[config.mk]
export PLATFORM = sky130hd
export DESIGN_NAME = nrz_rx_wake
export DESIGN_NICKNAME = d
export VERILOG_FILES = /design/src/rtl/nrz_rx_wake.sv
export SDC_FILE = /design/constraint.sdc
export NUM_CORES = 1
export LEC_CHECK = 0
export ABC_AREA = 1
export CAP_MARGIN = 25
export CORE_MARGIN = 8
export CORE_UTILIZATION = 41
export DETAILED_ROUTE_END_ITERATION = 7
export DONT_BUFFER_PORTS = 1
export GPL_TIMING_DRIVEN = 0
export MAX_ROUTING_LAYER = met4
export PLACE_DENSITY = 0.55
export SLEW_MARGIN = 20
export SYNTH_ARGS = -nofsm -noshare
export SYNTH_HDL_FRONTEND = slang
export SYNTH_SLANG_ARGS = --single-unit
[constraint.sdc]
create_clock -name clk -period 6 [get_ports clk]
set_clock_uncertainty 0.05 [all_clocks]
set_input_delay 1.5 -clock clk [delete_from_list [all_inputs] [get_ports clk]]
set_output_delay 1.5 -clock clk [all_outputs]
set_load 0.03 [all_outputs]
[src/rtl/nrz_rx_wake.sv]
module nrz_rx_wake #(
  parameter int DIV_W      = 16,
  parameter int DEPTH      = 16,
  parameter int BREAK_BITS = 10,
  parameter int IDLE_BITS  = 10
) (
  input  logic                     clk,
  input  logic                     rst_n,
  input  logic                     rxd_i,
  input  logic [DIV_W-1:0]         baud_div_i,
  input  logic [2:0]               char_len_i,
  input  logic                     par_en_i,
  input  logic                     par_odd_i,
  input  logic                     two_stop_i,
  input  logic [1:0]               wake_mode_i,
  input  logic                     sleep_i,
  input  logic                     rd_i,
  input  logic                     clr_err_i,
  output logic [7:0]               rd_data_o,
  output logic                     rd_addr_o,
  output logic                     rx_rdy_o,
  output logic [$clog2(DEPTH):0]   fifo_count_o,
  output logic                     err_parity_o,
  output logic                     err_overrun_o,
  output logic                     err_frame_o,
  output logic                     brk_o,
  output logic                     rx_err_o
);
  localparam int AW    = $clog2(DEPTH);
  localparam int BRK_T = BREAK_BITS * 16;
  localparam int IDL_T = IDLE_BITS * 16;
  localparam int TW    = $clog2((BRK_T > IDL_T ? BRK_T : IDL_T) + 1);

  typedef enum logic [2:0] {S_IDLE, S_START, S_DATA, S_PAR, S_ADR, S_STOP1, S_STOP2, S_BRK} st_t;

  st_t             st;
  logic [1:0]      sync;
  logic [DIV_W-1:0] div_cnt;
  logic [3:0]      ph;
  logic [1:0]      smp;
  logic [2:0]      bitn;
  logic [7:0]      shreg;
  logic            par_acc, allz, adr_bit, perr, ferr, idle_seen, frm_idle;
  logic [TW-1:0]   tcnt;
  logic [8:0]      mem [DEPTH];
  logic [AW-1:0]   wp, rp;
  logic [AW:0]     cnt;

  logic rxs, tick, vote, fin, bad_stop, is_addr, keep, full, push, pop, brk_set;
  logic [7:0] char_data;

  assign rxs       = sync[1];
  assign tick      = div_cnt == '0;
  assign vote      = (smp[1] & smp[0]) | (smp[1] & rxs) | (smp[0] & rxs);
  assign fin       = tick && ph == 4'd9 && ((st == S_STOP1 && !two_stop_i) || st == S_STOP2);
  assign bad_stop  = !vote || (st == S_STOP2 && ferr);
  assign char_data = shreg >> (3'd7 - char_len_i);
  assign is_addr   = (wake_mode_i == 2'd1) ? frm_idle : (wake_mode_i == 2'd2) ? adr_bit : 1'b0;
  assign keep      = fin && (!sleep_i || is_addr);
  assign full      = cnt == (AW+1)'(DEPTH);
  assign push      = keep && !full;
  assign pop       = rd_i && cnt != '0;
  assign brk_set   = tick && st == S_BRK && !rxs && allz && tcnt == TW'(BRK_T - 1);

  always_ff @(posedge clk or negedge rst_n) begin
    if (!rst_n) begin
      sync <= 2'b11; div_cnt <= '0; st <= S_IDLE; ph <= '0; smp <= '0;
      bitn <= '0; shreg <= '0; tcnt <= '0;
      par_acc <= 1'b0; allz <= 1'b0; adr_bit <= 1'b0; perr <= 1'b0;
      ferr <= 1'b0; idle_seen <= 1'b0; frm_idle <= 1'b0;
    end else begin
      sync    <= {sync[0], rxd_i};
      div_cnt <= tick ? baud_div_i : div_cnt - 1'b1;
      if (tick) begin
        ph <= ph + 1'b1;
        if (ph == 4'd7 || ph == 4'd8) smp <= {smp[0], rxs};
        case (st)
          S_IDLE:
            if (!rxs) begin
              st <= S_START; ph <= 4'd1; tcnt <= '0;
              frm_idle <= idle_seen; idle_seen <= 1'b0;
            end else if (tcnt == TW'(IDL_T - 1)) idle_seen <= 1'b1;
            else tcnt <= tcnt + 1'b1;
          S_START:
            if (ph == 4'd9) begin
              if (vote) st <= S_IDLE;
              else begin
                st <= S_DATA; bitn <= '0; par_acc <= 1'b0; allz <= 1'b1;
                perr <= 1'b0; ferr <= 1'b0; adr_bit <= 1'b0;
              end
            end
          S_DATA:
            if (ph == 4'd9) begin
              shreg   <= {vote, shreg[7:1]};
              par_acc <= par_acc ^ vote;
              allz    <= allz & !vote;
              if (bitn == char_len_i)
                st <= par_en_i ? S_PAR : (wake_mode_i == 2'd2 ? S_ADR : S_STOP1);
              else bitn <= bitn + 1'b1;
            end
          S_PAR:
            if (ph == 4'd9) begin
              perr <= vote != (par_acc ^ par_odd_i);
              allz <= allz & !vote;
              st   <= wake_mode_i == 2'd2 ? S_ADR : S_STOP1;
            end
          S_ADR:
            if (ph == 4'd9) begin
              adr_bit <= vote; allz <= allz & !vote; st <= S_STOP1;
            end
          S_STOP1:
            if (ph == 4'd9 && two_stop_i) begin
              ferr <= !vote; st <= S_STOP2;
            end
          S_BRK:
            if (rxs) begin
              st <= S_IDLE; tcnt <= '0;
            end else if (allz && tcnt != TW'(BRK_T)) tcnt <= tcnt + 1'b1;
          default: ;
        endcase
        if (fin) begin
          st   <= bad_stop ? S_BRK : S_IDLE;
          allz <= allz && !vote && (st == S_STOP1 || ferr);
          tcnt <= '0;
        end
      end
    end
  end

  always_ff @(posedge clk or negedge rst_n) begin
    if (!rst_n) begin
      err_parity_o <= 1'b0; err_frame_o <= 1'b0; err_overrun_o <= 1'b0; brk_o <= 1'b0;
    end else begin
      err_parity_o  <= (err_parity_o  & !clr_err_i) | (keep & perr & par_en_i);
      err_frame_o   <= (err_frame_o   & !clr_err_i) | (keep & bad_stop);
      err_overrun_o <= (err_overrun_o & !clr_err_i) | (keep & full);
      brk_o         <= (brk_o         & !clr_err_i) | brk_set;
    end
  end

  always_ff @(posedge clk) begin
    if (push) mem[wp] <= {is_addr, char_data};
  end

  always_ff @(posedge clk or negedge rst_n) begin
    if (!rst_n) begin
      wp <= '0; rp <= '0; cnt <= '0;
    end else begin
      if (push) wp <= wp + 1'b1;
      if (pop)  rp <= rp + 1'b1;
      cnt <= cnt + (AW+1)'(push) - (AW+1)'(pop);
    end
  end

  assign rd_data_o    = mem[rp][7:0];
  assign rd_addr_o    = mem[rp][8];
  assign rx_rdy_o     = cnt != '0;
  assign fifo_count_o = cnt;
  assign rx_err_o     = err_parity_o | err_frame_o | err_overrun_o | brk_o;
endmodule

Word-level counts from Yosys, hierarchy flattened
Memories as Yosys holds them, arrays and structs flattened. Index checks and enable logic that the tools add are counted.

Add/sub/neg operators: 9. Equal/unequal tests: 37. Shift operators: 1. Mux-type cells: 49. Bitwise gates (word level): 24. Reduce and logical (&&, ||, !) cells: 49.

Operators with widths (count): 3-bit 2-to-1 mux (15); 8-bit 2-to-1 mux (5); 3-bit inequality test, second input constant (9); 5-bit AND reduction (5); 3-bit case mux with 7 select lines (1); 1-bit 2-to-1 mux (17); 16-bit zero test (1); 16-bit 2-to-1 mux (1); 8-bit case mux with 2 select lines (1); 16-bit by 1-bit subtractor with 16-bit output, second input constant (1); 1-bit logical AND (15); 2-bit inequality test, second input constant (7); 4-bit by 1-bit adder with 4-bit output, second input constant (3); 1-bit bitwise AND (12); 3-bit equality test, second input constant (4); 1-bit case mux with 2 select lines (5); 10-bit AND reduction (1); 1-bit bitwise OR (9); 3-bit AND reduction (3); 8-bit by 1-bit adder with 8-bit output, second input constant (1); 4-bit equality test, second input constant (2); 8-bit equality test, second input constant (1); 4-bit 2-to-1 mux (2); 8-bit inequality test, second input constant (1); other kinds (32) (47).

Flip-flop bits (word level): 70. Bits in writable memories: 144. Input port bits: 30. Output and inout port bits: 20. Logic and storage cells: 192. Memories kept: 1.

Memory list: mem (depth 16, width 9, read ports 1, clocked after Yosys merged registers in 0, write ports 1, RTL line 45) `logic [8:0] mem [DEPTH];`.

Depth between registers and ports, before layout
Gate-level depths: netlist of run 1.

Depth after elaboration: 8. Depth in mapped cells: 15. Gate-level depth less buffers: 15.

Worst setup path before layout of run 1
OpenSTA, ideal clock, no wires.

Path kind: input-to-reg. Start point: input wake_mode_i[1]. End point: register cnt[4] (netlist: fifo_count_o[4]). Arrival: 3.931 ns. Setup slack: 1.940 ns. Cell stages on the path: 14. Path buffers: 0. Cell sequence: inv_1 -> or2_2 -> o21ai_1 -> inv_1 -> nand2_1 -> nand3_4 -> ha_1 -> inv_1 -> ha_1 -> fa_1 -> a21oi_1 -> nor2_1 -> nor2_1 -> xor2_1.

Cells in the longest elaborated chain, start to end: 8.

Ends and longest elaborated chain: from (decl) (RTL line 15) `input logic [1:0] wake_mode_i,`; 2-bit equality test (RTL line 58) `assign is_addr = (wake_mode_i == 2'd1) ? frm_idle : (wake_mode_i == 2'd2) ? adr_bit : 1'b0;`; 1-bit 2-to-1 mux (RTL line 58); 1-bit 2-to-1 mux (*) (RTL line 58); named net is_addr (RTL line 49) `logic rxs, tick, vote, fin, bad_stop, is_addr, keep, full, push, pop, brk_set;`; 1-bit logical OR (*) (RTL line 59) `assign keep = fin && (!sleep_i || is_addr);`; 1-bit logical AND (*) (RTL line 59); 1-bit logical AND (*) (RTL line 61) `assign push = keep && !full;`; 5-bit by 1-bit adder with 5-bit output (*) (RTL line 151) `cnt <= cnt + (AW+1)'(push) - (AW+1)'(pop);`; 5-bit by 1-bit subtractor with 5-bit output (*) (RTL line 151); to (signal assigned) (RTL line 151); to (decl) (RTL line 47) `logic [AW:0] cnt;`.

The timed path passes the listed nets; every way through them passes the cells marked *. A chain may end at the register's enable or synchronous reset.

Worst setup path after layout of run 1
Start point: register rp[1]. End point: output rd_addr_o.

Cells in the longest elaborated chain, start to end: 1.

Ends and longest elaborated chain: from (decl) (RTL line 46) `logic [AW-1:0] wp, rp;`; from (signal assigned) (RTL line 150) `if (pop) rp <= rp + 1'b1;`; memory read 16 x 9 bit; to (decl) (RTL line 20) `output logic rd_addr_o,`.

No other way between the ends.

==> results.json, run 1 <==
{
  "num_io_pins": 50,
  "synth_area_leaders": "edfxtp_1 43%, dfrtp_1 17%, nand2_1 5.7%, o21ai_0 4.7%, nor2_1 4.6%",
  "dieArea_mm2": 0.02949,
  "cpMaxStageDelayCell": "clkbuf_1",
  "setup_violations": 0,
  "timing_worst_setup_path_type": "reg -> out",
  "rsz0062_at_grt": "no",
  "grt_max_degree": 71,
  "cts_hold_buf": 0,
  "slew_headroom_pct": 31.67,
  "synthToLayoutAreaGrowth_pct": 14.08,
  "antenna_found_initial": 0,
  "crit_path_end_kind": "output port",
  "cts.repair.resized": 0,
  "drt_first_pass_iters": 5,
  "clkTransAtPathRegs_ps": 60,
  "insertion_delay_ps": 510,
  "ir_drop_mv": 0.1844,
  "wl_per_cell_um": 18.58,
  "nets": 1023,
  "cts_buffers": 24,
  "crit_chain": "clkbuf_1 -> clkbuf_1 -> o221ai_1 -> nand3_1 -> nand2_1",
  "netlist_instances": 935,
  "cts_tree": "yes",
  "power_density_mw_per_mm2": 397.3,
  "post_cts_buffers": 0,
  "core_mm2": 0.02403,
  "synth_cell_types": 47,
  "die_w_um": 171.7,
  "setup_tns_ps": 0,
  "drtAntennaViolNets": 0,
  "worst_slack_ps": 1665,
  "synth_top_area_share_pct": 43.49,
  "remaining_drc_errors": 0,
  "hp-class": "reg -> reg",
  "grt_pass1_vias": 6667,
  "startpoint": "rp[1]$_DFFE_PN0P_",
  "cts_sinks": 214,
  "grt.total_usage_pct": 17.19,
  "p_leak_nw": 4.507,
  "worstMarginPinSlew_ps": 1021,
  "num_vias": 6769,
  "grt_pass1_wl_mm": 37.51,
  "cp.arrival_ps": 2780,
  "synth-seq-area-share_pct": 61.13,
  "synth-warning-count": 0,
  "vias_per_cell": 5.144,
  "max_stage_delay_ps": 640,
  "power_mw": 4.507,
  "maxCapViolations": 0,
  "slew_viol_final": 0,
  "fillCellCount": 2258,
  "die_h_um": 171.7,
  "seqCellArea_mm2": 0.006078,
  "outcome": "completed",
  "crit_top_cell": "clkbuf_1",
  "multi_input_area_mm2": 0.003431,
  "placed_cells": 1268,
  "dp_hpwl_mm": 16.95,
  "htree_levels": 1,
  "root_buffer": "clkbuf_16",
  "layout-drive-gt1-share_pct": 10.38,
  "period_minus_slack_ps": 4335,
  "grt-ovfl-total": 0,
  "cts.path.max_buffers": 3,
  "initial_utilization_pct": 41.37,
  "n_antenna_cell": 0,
  "synth.net_count": 984,
  "final_common_cell": "nand2_1",
  "hold_viol_final": 0,
  "post_layout_nonfiller_instances": 1316,
  "post-route-period-util_pct": 72.25,
  "final_cell_mix": "151 x nand2_1, 144 x edfxtp_1, 119 x nor2_1",
  "rows": 57,
  "place_worst_setup_slack_ps": 1616,
  "cp-start-kind": "register",
  "wirelength_mm": 24.45,
  "hold_path.startpoint": "sync[0]$_DFF_PN1_",
  "avgSynthCellArea_um2": 10.63,
  "reg2reg_from": "fifo_count_o[3]$_DFF_PN0_",
  "clock.fmax_ghz": 0.2307,
  "synth_top_area_cell": "edfxtp_1",
  "crit_fanout": 10,
  "crit_required_ps": 4450,
  "synth-seq-cells": 214,
  "port_buffers": 0,
  "place_congestion": 0.8462,
  "synth_area_mm2": 0.009943,
  "drt-initial-drc-count": 440
}
-- worst paths after layout --
kind                       cells past startpoint  slack [ps]                   endpoint
hold / removal                                 0         300          sync[1]$_DFF_PN1_
min in group asynchronous                      0         640        bitn[0]$_DFFE_PN0P_
max in group asynchronous                      0        5080          sync[1]$_DFF_PN1_
setup reg to reg                              13        2850  fifo_count_o[4]$_DFF_PN0_
hold reg to reg                                0         300          sync[1]$_DFF_PN1_
setup / recovery                               5        1670                  rd_addr_o
-- routing by layer --
| layer | GRT usage (%) | vias up | share of wire [%] |
|---|---|---|---|
| met5 | - | - | 0 |
| met4 | 6.034 | 0 | 3.3 |
| met3 | 2.892 | 52 | 4.4 |
| met2 | 28.91 | 176 | 49 |
| met1 | 20.70 | 3232 | 44 |
| li1 | - | 3309 | - |
-- cell type report --
| class | count | share of cell area (%) |
|---|---|---|
| tap | 324 | 3.574 |
| sequential | 214 | 53.58 |
| inverter | 80 | 2.669 |
| multi-input combinational | 607 | 30.24 |
| clock buffer | 31 | 5.703 |
| timing repair buffer | 13 | 0.9265 |
| buffer | 34 | 1.302 |
| clock inverter | 13 | 1.996 |
-- synthesized netlist by cell type (all sizes together) --
library cell and n:
dfrtp 68, or2 4, mux2 1, nand2 160, o21a 1, o211ai 16
nand4 6, a21oi 19, o21ai 110, clkinv 2, edfxtp 144, o221ai 22
a21boi 1, nor3b 1, inv 78, o22ai 9, fa 1, dfstp 2
nor3 6, a22oi 2, a31oi 1, clkbuf 22, o31ai 1, xor2 21
buf 12, xnor2 11, ha 18, nand3 38, nor2 128, nor4 1
mux2i 29
-- metrics by stage --
step,hold WS [ps],utilization (%),instance area (um^2)
finish,304.5,47.20,11340
global route,306.1,47.20,11340
CTS,305.3,47.07,11310
detailed placement,297.0,43.44,10440
global placement,297.4,43.06,10350
floorplan,295.2,-,9943
-- state kept, by name, indices dropped and copies added (netlist names), 2 cells and up --
name	cells
bitn	3
div_cnt	16
fifo_count_o	5
mem	144
ph	4
rp	4
shreg	8
smp	2
st	3
sync	2
tcnt	8
wp	4
-- power by group --
part	internal, mW	switching, mW
Combinational	0.332	0.860
Clock	1.02	0.581
Sequential	1.63	0.0844
-- critical path, delay by kind of cell (launching register included) --
family / cells / cell delay, ps
simple gates: 2 / 440
buf+inv: 2 / 1080
compound gates: 1 / 370
flops: 1 / 370
-- logic make-up after synthesis --
logic type               count (synthesis)  synth area share (%)
flip-flops                             214                 61.13
AND/OR/NAND/NOR                        344                 15.23
AO/OA/AOI/OAI                          182                 10.80
XOR/XNOR                                32                 2.819
multiplexers                            30                 3.033
adder cells (fa/ha/maj)                 19                 2.466
buffers and inverters                  114                 4.530
Power figures use the tool's default switching activity.
==> inputs of run 2 (changes only) <==
Settings changed: PLACE_DENSITY 0.55 to 0.57.
Clock period 6 ns to 3.8 ns, I/O delays scaled along.
==> results.json, run 2 (synthesis results as in run 1) <==
{
  "place_congestion": 0.8698,
  "fillCellCount": 2279,
  "num_io_pins": 50,
  "pwr-share-comb_pct": 27.8,
  "final_cell_mix": "151 x nand2_1, 144 x edfxtp_1, 118 x nor2_1",
  "grt_pass1_wl_mm": 38.49,
  "hp-class": "in -> async",
  "cts_tree": "yes",
  "crit_buf_inv": 3,
  "post_cts_buffers": 0,
  "die_w_um": 171.7,
  "place_worst_setup_slack_ps": 148.0,
  "crit_top_cell": "clkbuf_1",
  "die_h_um": 171.7,
  "grt_pass1_vias": 6768,
  "slew_headroom_pct": 37.60,
  "dp_hpwl_mm": 17.06,
  "final_common_cell": "nand2_1",
  "worst-r2r-cell-count": 13,
  "crit_chain": "clkbuf_1 -> inv_1 -> clkbuf_1 -> o221ai_1 -> nand3_1 -> nand2_1",
  "cpLargestDelayFamily": "buffers and inverters",
  "insertion_delay_ps": 510,
  "wl_per_cell_um": 18.92,
  "timing_worst_setup_path_type": "reg -> out",
  "reg2reg_from": "fifo_count_o[2]$_DFF_PN0_",
  "rrSetupSlack_ps": 600,
  "period_minus_slack_ps": 3697,
  "n_antenna_cell": 0,
  "finalInstanceArea_mm2": 0.01121,
  "p_int_mw": 4.520,
  "largest_register_ffs": 144,
  "grt-ovfl-total": 0,
  "placement.cell_area_mm2": 0.01042,
  "layout-drive-gt1-share_pct": 10.59,
  "maxCapViolations": 0,
  "rsz0062_at_grt": "yes",
  "remaining_drc_errors": 0,
  "wirelength_mm": 24.72,
  "vias_per_cell": 5.243,
  "hold_viol_final": 0,
  "nets": 1015,
  "cpMaxStageDelayCell": "clkbuf_1",
  "grtUsageMet2_pct": 28.54,
  "worstMarginPinSlew_ps": 932.5,
  "r2r_end": "fifo_count_o[4]$_DFF_PN0_",
  "worst_slack_ps": 102.8,
  "setup_violations": 0,
  "ir_drop_mv": 0.3828,
  "grt.total_usage_pct": 17.53,
  "p_leak_nw": 4.453,
  "clock.fmax_ghz": 0.2705,
  "drt_first_pass_iters": 5,
  "antenna_found_initial": 0,
  "top_usage_layer": "met2",
  "initial_utilization_pct": 41.37,
  "max_stage_delay_ps": 510,
  "htree_levels": 1,
  "p_seq_share_pct": 39.2,
  "cts_hold_buf": 0,
  "met3_usage_pct": 2.548,
  "top_register": "mem",
  "crit_path_end_kind": "output port",
  "drt-initial-drc-count": 494,
  "cts_buffers": 23,
  "outcome": "completed",
  "reg_top3": "mem x144, div_cnt x16",
  "switching_share_pct": 34.61,
  "cts_sinks": 214,
  "p_sw_mw": 2.393,
  "drtAntennaViolNets": 0,
  "post-route-period-util_pct": 97.30,
  "met1_usage_pct": 22.12,
  "num_vias": 6848,
  "clkTransAtPathRegs_ps": 60,
  "core_mm2": 0.02403,
  "pwr-share-clk_pct": 33.0,
  "port_buffers": 0,
  "slew_viol_final": 0,
  "grt_max_degree": 71,
  "cp-start-kind": "register",
  "power_density_mw_per_mm2": 616.9,
  "rows": 57,
  "cp.arrival_ps": 2700,
  "synthToLayoutAreaGrowth_pct": 12.70,
  "crit_required_ps": 2800,
  "crit_fanout": 10,
  "root_buffer": "clkbuf_16",
  "dieArea_mm2": 0.02949,
  "cts.path.max_buffers": 3
}
-- run 2: cell count changes in the layout (fill, tap and decap cells not counted), moves of 2 or more --
cell / before / now
buf_1: 3 / 1
clkinv_1: 4 / 2
clkbuf_2: 0 / 11
buf_4: 11 / 3
bufinv_16: 6 / 4
clkbuf_1: 27 / 21
-- run 2: timing repair --
item                                    CTS  global route
resized for setup                         2            16
pin swaps                                 0             0
endpoints found under the setup margin    6             9
-- run 2: power by group through the flow --
stage                     clock (mW)  sequential (mW)  combinational, mW
after floorplan                    0             2.73               1.31
after global placement             0             2.76               1.89
after detailed placement           0             2.76               1.91
after CTS                       2.34             2.71               1.92
after global routing            2.44             2.73               2.10
final                           2.28             2.71               1.92
-- run 2: worst max path at each step --
stage | cells past startpoint | slack, ps | start | to
6_report | 6 | 100 | rp[2]$_DFFE_PN0P_ | rd_data_o[1]
5_1_grt | 9 | -10 | rp[0]$_DFFE_PN0P_ | rd_data_o[5]
4_1_cts | 6 | 8 | rp[1]$_DFFE_PN0P_ | rd_data_o[7]
3_5_place_dp | 14 | 150 | wake_mode_i[1] | fifo_count_o[4]$_DFF_PN0_
3_3_place_gp | 9 | -690 | wake_mode_i[1] | mem[4][3]$_DFFE_PP_
2_1_floorplan | 14 | 290 | wake_mode_i[1] | fifo_count_o[4]$_DFF_PN0_
-- run 2: metrics by stage --
stage / util, % / setup TNS, ps / instances / hold WS, ps / total power, mW
final: 46.62 / 0 / 1306 / 88.67 / 6.913
after global routing: 46.62 / -23.89 / 1306 / 51.55 / 7.261
after CTS: 46.58 / 0 / 1306 / 65.34 / 6.974
after detailed placement: 43.36 / 0 / 1265 / 303.4 / 4.672
after global placement: 43.06 / -90720 / 1259 / 304.6 / 4.650
after floorplan: - / 0 / 935 / 295.2 / 4.046
-- run 2: per-layer routing --
metal | wire length, um | vias to the layer above
li1 | - | 3303
met1 | 10720 | 3272
met2 | 11690 | 220
met3 | 1511 | 53
met4 | 796 | 0
met5 | 0 | -
-- run 2: layout make-up --
cell class,instances,area (um^2),area share [%]
plain buffers,34,161.4,1.440
clock buffers,32,619.3,5.527
well taps,324,405.4,3.618
flip-flops and latches,214,6078,54.24
clock inverters,9,151.4,1.351
multi-input cells,607,3433,30.64
inverters,80,302.8,2.702
repair buffers,6,53.80,0.4801
